--- src/rtl/pwm_dbuf_pkg.sv ---
package pwm_dbuf_pkg;
  typedef enum logic [1:0] {
    SEL_CTRL = 2'd0,
    SEL_PER  = 2'd1,
    SEL_DUTY = 2'd2,
    SEL_CNT  = 2'd3
  } reg_sel_e;

  localparam int CTRL_EN_BIT  = 0;
  localparam int CTRL_POL_BIT = 1;
  localparam int NUM_SHADOW   = 2;
endpackage

--- src/rtl/pwm_shadow_reg.sv ---
module pwm_shadow_reg #(
  parameter int DW = 8
) (
  input  logic          clk,
  input  logic          rst_n,
  input  logic          wr_stb,
  input  logic [DW-1:0] wr_val,
  input  logic          pass_thru,
  input  logic          commit,
  output logic [DW-1:0] buf_q,
  output logic [DW-1:0] act_q
);
  logic [DW-1:0] buf_d, act_d;

  always_comb begin
    buf_d = buf_q;
    act_d = act_q;
    if (wr_stb) buf_d = wr_val;
    if (wr_stb && pass_thru) act_d = wr_val;
    else if (commit)         act_d = buf_q;
  end

  always_ff @(posedge clk or negedge rst_n) begin
    if (!rst_n) begin
      buf_q <= '0;
      act_q <= '0;
    end else begin
      buf_q <= buf_d;
      act_q <= act_d;
    end
  end


  shadow_readback_chk: assert property (@(posedge clk) disable iff (!rst_n)
    wr_stb |=> buf_q == $past(wr_val));


  active_hold_chk: assert property (@(posedge clk) disable iff (!rst_n)
    (!commit && !(wr_stb && pass_thru)) |=> $stable(act_q));
endmodule

--- src/rtl/pwm_counter.sv ---
module pwm_counter #(
  parameter int DW = 8
) (
  input  logic          clk,
  input  logic          rst_n,
  input  logic          run,
  input  logic          clr,
  input  logic [DW-1:0] per_act,
  output logic [DW-1:0] cnt_q,
  output logic          wrap
);
  localparam logic [DW-1:0] ONE = {{(DW-1){1'b0}}, 1'b1};
  logic [DW-1:0] cnt_d;
  logic          per_zero;

  assign per_zero = (per_act == '0);
  assign wrap     = run && (per_zero || (cnt_q >= per_act - ONE));

  always_comb begin
    if (!run || clr || wrap) cnt_d = '0;
    else                     cnt_d = cnt_q + ONE;
  end

  always_ff @(posedge clk or negedge rst_n) begin
    if (!rst_n) cnt_q <= '0;
    else        cnt_q <= cnt_d;
  end


  cnt_range_chk: assert property (@(posedge clk) disable iff (!rst_n)
    (run && !per_zero) |-> cnt_q < per_act);


  idle_zero_chk: assert property (@(posedge clk) disable iff (!rst_n)
    !run |=> cnt_q == '0);
endmodule

--- src/rtl/pwm_outgen.sv ---
module pwm_outgen #(
  parameter int DW = 8
) (
  input  logic          en,
  input  logic          pol,
  input  logic [DW-1:0] cnt,
  input  logic [DW-1:0] duty_act,
  output logic          out
);
  logic before_match;

  assign before_match = (cnt < duty_act);

  always_comb begin
    if (!en)      out = ~pol;
    else if (pol) out = before_match;
    else          out = ~before_match;
  end
endmodule

--- src/rtl/pwm_dbuf_chan.sv ---
module pwm_dbuf_chan
  import pwm_dbuf_pkg::*;
#(
  parameter int DW = 8
) (
  input  logic          clk,
  input  logic          rst_n,
  input  logic          wr_en,
  input  logic [1:0]    wr_addr,
  input  logic [DW-1:0] wr_data,
  input  logic [1:0]    rd_addr,
  output logic [DW-1:0] rd_data,
  output logic          pwm_out
);
  localparam int FLD_PER  = 0;
  localparam int FLD_DUTY = 1;

  logic [1:0]    rst_sync;
  logic          rst_int_n;
  logic          en_q, pol_q, en_d, pol_d;
  logic          ctrl_wr, cnt_wr, wrap, commit;
  logic [DW-1:0] cnt;
  logic [DW-1:0] fld_buf [NUM_SHADOW];
  logic [DW-1:0] fld_act [NUM_SHADOW];

  always_ff @(posedge clk or negedge rst_n) begin
    if (!rst_n) rst_sync <= 2'b00;
    else        rst_sync <= {rst_sync[0], 1'b1};
  end
  assign rst_int_n = rst_sync[1];

  assign ctrl_wr = wr_en && (wr_addr == SEL_CTRL);
  assign cnt_wr  = wr_en && (wr_addr == SEL_CNT);
  assign commit  = !en_q || wrap || cnt_wr;

  always_comb begin
    en_d  = en_q;
    pol_d = pol_q;
    if (ctrl_wr) begin
      en_d  = wr_data[CTRL_EN_BIT];
      pol_d = wr_data[CTRL_POL_BIT];
    end
  end

  always_ff @(posedge clk or negedge rst_int_n) begin
    if (!rst_int_n) begin
      en_q  <= 1'b0;
      pol_q <= 1'b0;
    end else begin
      en_q  <= en_d;
      pol_q <= pol_d;
    end
  end

  for (genvar g = 0; g < NUM_SHADOW; g++) begin : g_shadow
    localparam logic [1:0] SEL = (g == FLD_PER) ? SEL_PER : SEL_DUTY;
    logic stb;
    assign stb = wr_en && (wr_addr == SEL);
    pwm_shadow_reg #(.DW(DW)) u_shadow (
      .clk       (clk),
      .rst_n     (rst_int_n),
      .wr_stb    (stb),
      .wr_val    (wr_data),
      .pass_thru (!en_q),
      .commit    (commit),
      .buf_q     (fld_buf[g]),
      .act_q     (fld_act[g])
    );
  end

  pwm_counter #(.DW(DW)) u_cnt (
    .clk     (clk),
    .rst_n   (rst_int_n),
    .run     (en_q),
    .clr     (cnt_wr),
    .per_act (fld_act[FLD_PER]),
    .cnt_q   (cnt),
    .wrap    (wrap)
  );

  pwm_outgen #(.DW(DW)) u_out (
    .en       (en_q),
    .pol      (pol_q),
    .cnt      (cnt),
    .duty_act (fld_act[FLD_DUTY]),
    .out      (pwm_out)
  );

  always_comb begin
    unique case (rd_addr)
      SEL_CTRL: rd_data = {{(DW-2){1'b0}}, pol_q, en_q};
      SEL_PER:  rd_data = fld_buf[FLD_PER];
      SEL_DUTY: rd_data = fld_buf[FLD_DUTY];
      default:  rd_data = cnt;
    endcase
  end


  cnt_write_clear_chk: assert property (@(posedge clk) disable iff (!rst_int_n)
    cnt_wr |=> (cnt == '0) && (fld_act[FLD_DUTY] == $past(fld_buf[FLD_DUTY])));


  idle_level_chk: assert property (@(posedge clk) disable iff (!rst_int_n)
    !en_q |-> pwm_out == !pol_q);


  zero_duty_chk: assert property (@(posedge clk) disable iff (!rst_int_n)
    (en_q && fld_act[FLD_DUTY] == '0) |-> pwm_out == !pol_q);


  period_start_chk: assert property (@(posedge clk) disable iff (!rst_int_n)
    (en_q && pol_q && cnt == '0 && fld_act[FLD_DUTY] != '0) |-> pwm_out);
endmodule

--- config.mk ---
export PLATFORM = sky130hd
export DESIGN_NAME = pwm_dbuf_chan
export DESIGN_NICKNAME = d
export VERILOG_FILES = /design/src/rtl/pwm_dbuf_pkg.sv /design/src/rtl/pwm_shadow_reg.sv /design/src/rtl/pwm_counter.sv /design/src/rtl/pwm_outgen.sv /design/src/rtl/pwm_dbuf_chan.sv
export SDC_FILE = /design/constraint.sdc
export NUM_CORES = 1
export LEC_CHECK = 0
export ABC_AREA = 1
export BUFFER_PORTS_ARGS = -buffer_cell sky130_fd_sc_hd__clkbuf_2
export CAP_MARGIN = 0
export CORE_UTILIZATION = 44
export CTS_CLUSTER_DIAMETER = 100
export DETAILED_ROUTE_END_ITERATION = 7
export GPL_TIMING_DRIVEN = 0
export RECOVER_POWER = 25
export SLEW_MARGIN = 20
export SYNTH_ARGS = -nofsm -noshare
export SYNTH_HDL_FRONTEND = slang
export SYNTH_SLANG_ARGS = --single-unit
--- constraint.sdc ---
create_clock -name clk -period 2.8 [get_ports clk]
set_input_delay 0.28 -clock clk [delete_from_list [all_inputs] [get_ports clk]]
set_output_delay 0.28 -clock clk [all_outputs]
set_load 0.01 [all_outputs]
==> impl_metrics.env <==
export IMPL_synthDominantCellAreaShare=0.424
export IMPL_slew_headroom=0.319
export IMPL_syn_inst=332
export IMPL_reg2reg_from="g_shadow[0].u_shadow.act_q[0]"
export IMPL_wirelength_mm=6.04
export IMPL_synthesis_nets=364
export IMPL_grt_busiest_layer="met2"
export IMPL_global_placement_routability_congestion=0.803
export IMPL_p_leak_nw=1.52
export IMPL_largest_stage_delay_on_the_critical_path_ps=370
export IMPL_cts_buffers=5
export IMPL_number_of_global_route_vias_before_repair=2028
export IMPL_initial_core_util=0.463
export IMPL_setup_violations_final=0
export IMPL_outcome="finished, final reports clean"
export IMPL_timing_final_max_slew_violations=0
export IMPL_overflow=0
export IMPL_endpoint_kind="flop"
export IMPL_area_growth_synth_to_final_pct=13.1
export IMPL_die_h_um=78.8
export IMPL_ys_seq_area_frac=0.424
export IMPL_worstSkewPairLatency_ps=300
export IMPL_critPathLaunchType="flop"
export IMPL_core_area_um2=5610
export IMPL_yosys_warnings=0
export IMPL_timing_critical_path_mode_cell="inv_1"
export IMPL_grt_start_max_net_pins=23
export IMPL_num_fill_cells=587
export IMPL_design_final_nets=396
export IMPL_synth_cell_type_count=28
export IMPL_half_perimeter_wire_length_of_the_detailed_placement_result_mm=4.73
export IMPL_critical_path_peak_fanout=10
export IMPL_synth_top_cells_by_area="dfrtp_1 42%, nand2_1 14%, ha_1 8.2%, o21ai_0 6.9%, inv_1 6.7%"
export IMPL_ant_nets=0
export IMPL_finalCoreUtilization=0.523
export IMPL_cell_type_group_with_the_largest_total_delay_on_the_critical_path="simple AND/OR/NAND/NOR gates"
export IMPL_postSynthRegisterBits=44
export IMPL_vias_per_cell=5.02
export IMPL_async_flop_share=1.00
export IMPL_synth_common_cells="100 x nand2_1, 46 x inv_1, 44 x dfrtp_1"
export IMPL_slowest_stage="dfrtp_1"
export IMPL_worst_pin_slew_ps=1020
export IMPL_floorplan_io_pins=24
export IMPL_critical_path_cell_count=15
export IMPL_timing_hold_violations_final=0
export IMPL_grt_first_pass_wirelength_mm=10.1
export IMPL_cts_max_path_buffers=2
export IMPL_hold_path_depth=3
export IMPL_cts_tree="done"
export IMPL_dominant_cell_by_count_in_the_synthesized_netlist="nand2_1"
export IMPL_num_vias=2193
export IMPL_maxCapViolCount=0
export IMPL_crit_share_post_route=0.922
export IMPL_rsz0062_at_grt="false"
export IMPL_post_synth_cell_area_avg_um2=7.82
export IMPL_antennaDiodeCount=0
export IMPL_max_vdd_ir_drop_mv=0.300
export IMPL_die_area_um2=6210
export IMPL_drc=0
export IMPL_timing_critical_path_arrival_ps=2780
export IMPL_launch_point_of_the_worst_hold_path="wr_data[4]"
export IMPL_synthDominantAreaCellType="dfrtp_1"
export IMPL_fp_dieW_um=78.8
export IMPL_mapped_area_um2=2600
export IMPL_rr_worst_depth=15
export IMPL_drive_gt1_frac=0.142
export IMPL_grt_util_met1=0.297
export IMPL_critical_path_n_buffers_inverters=4
export IMPL_std_cell_rows=27
export IMPL_post_cts_setup_buffers=0
export IMPL_clkSinkCount=44
export IMPL_clk_pin_slew_worst_paths_ps=90
export IMPL_drt_first_pass_iters=4
export IMPL_globalRouteMet2Util=0.350
export IMPL_initial_antenna_violation_count=0
export IMPL_whs_ps=277
export IMPL_edff_count_synth=0
export IMPL_drt_wirelength_per_cell_um=13.8
export IMPL_grtUsageMet3=0.0322
export IMPL_fmax_mhz=387
export IMPL_critPathLaunch="g_shadow[0].u_shadow.act_q[0]"
export IMPL_grtUsageTotal=0.214
export IMPL_worst_ep_required_time_ps=3000
export IMPL_detail_route_iter0_violations=94
export IMPL_period_minus_slack_ps=2580
export IMPL_critical_path_class="flop to flop"
export IMPL_synth_ff_type="dfrtp_1"
export IMPL_setup_slack_ps=219
export IMPL_finalSetupTns_ps=0
export IMPL_clockRootBuffer="clkbuf_8"
export IMPL_placement_io_buffers=23
export IMPL_post_place_ws_ps=108
export IMPL_cp_cell_sequence="inv_1 > ha_1 > nand3_1 > xnor2_1 > inv_1 > ha_1 > nand2_1 > inv_1 > a21oi_2 > nand3_1 > nor2_4 > nand2_4 > buf_6 > nand2_1 > o21ai_2"
export IMPL_pwr_cell_area_nw_per_um2=656
export IMPL_worst_clock_skew_ps=8.61
export IMPL_htree_num_levels=2
export IMPL_worst_min_path_class="input port to flop"
-- cell type report --
cell class / instances / area [um^2] / share of cell area
clock buffer: 6 / 82.6 / 0.0281
sequential: 44 / 1100 / 0.375
tap: 72 / 90.1 / 0.0307
clock inverter: 2 / 10.0 / 0.00341
timing repair buffer: 25 / 151 / 0.0516
inverter: 47 / 176 / 0.0601
buffer: 7 / 50.0 / 0.0171
multi-input combinational: 234 / 1270 / 0.434
-- cells in the final DEF (no fill, tap or decap), types with 2 or more instances in the layout --
cell      synthesis  routed
clkbuf_8          0       6
o221ai_1          4       4
a21oi_2           2       2
inv_1            46      46
xor2_1            3       3
o21ai_0          36      36
nor2_1           17      17
o21ai_2           9       9
clkinv_2          0       2
xnor2_1           5       5
nor3_1            3       3
clkbuf_1          3       4
nand2_1         100     100
nor2_2            3       2
ha_1             17      17
nand3_1          23      23
dfrtp_1          44      44
buf_6             3       3
a21oi_1           3       3
clkbuf_2          0      22
-- where the power goes --
part           total, W  internal (W)  switching [W]
combinational  0.000661      0.000261       0.000399
sequential     0.000846      0.000751      0.0000945
clock          0.000420      0.000197       0.000223
total           0.00193       0.00121       0.000716
-- metrics by stage --
stage | cells | area, um^2 | total power, W
3_5_place_dp | 428 | 2830 | 0.00152
4_1_cts | 437 | 2930 | 0.00193
6_report | 437 | 2940 | 0.00193
5_1_grt | 437 | 2940 | 0.00208
2_1_floorplan | 332 | 2600 | 0.00134
3_3_place_gp | 427 | 2800 | 0.00150
-- cell families after synthesis --
kind of cell	count (synthesis)	synth area share
fa+ha+maj	17	0.0819
buf+inv	54	0.0872
other cells	1	0.00144
flops	44	0.424
xor+xnor	8	0.0270
simple gates	149	0.237
compound gates	59	0.141
-- flip-flops by register name (all words and copies together) (netlist names) --
| register | count |
|---|---|
| en_q | 1 |
| u_cnt.cnt_q | 8 |
| g_shadow.u_shadow.act_q | 16 |
| pol_q | 1 |
| g_shadow.u_shadow.buf_q | 16 |
| rst_sync | 2 |
-- worst reg2reg max path: stages (launching register included) --
cell	delay [ps]
dfrtp_1	370
inv_1	160
ha_1	240
nand3_1	140
xnor2_1	170
inv_1	60
ha_1	270
nand2_1	90
inv_1	60
a21oi_2	130
nand3_1	120
nor2_4	240
nand2_4	120
buf_6	170
nand2_1	90
o21ai_2	60
-- timing repair --
action,CTS,global route
endpoints found under the hold margin,2,0
endpoints found under the setup margin,0,14
gates resized for setup,0,1
hold buffers,1,0
-- routing by layer --
metal  part of all wire  routed length (um)
met2               0.48                2870
met3              0.022                 135
met1               0.49                2960
met5                  0                   0
met4              0.011                  65
-- final timing paths --
| path | endpoint | slack, ps |
|---|---|---|
| setup reg to reg | g_shadow[0].u_shadow.act_q[1] | 220 |
| hold reg to reg | rst_sync[1] | 360 |
| min in group asynchronous | rst_sync[1] | 290 |
| hold / removal | g_shadow[0].u_shadow.buf_q[4] | 280 |
| max in group asynchronous | g_shadow[0].u_shadow.act_q[5] | 1740 |
| setup / recovery | g_shadow[0].u_shadow.act_q[1] | 220 |
(Power assumes the default switching activity.)
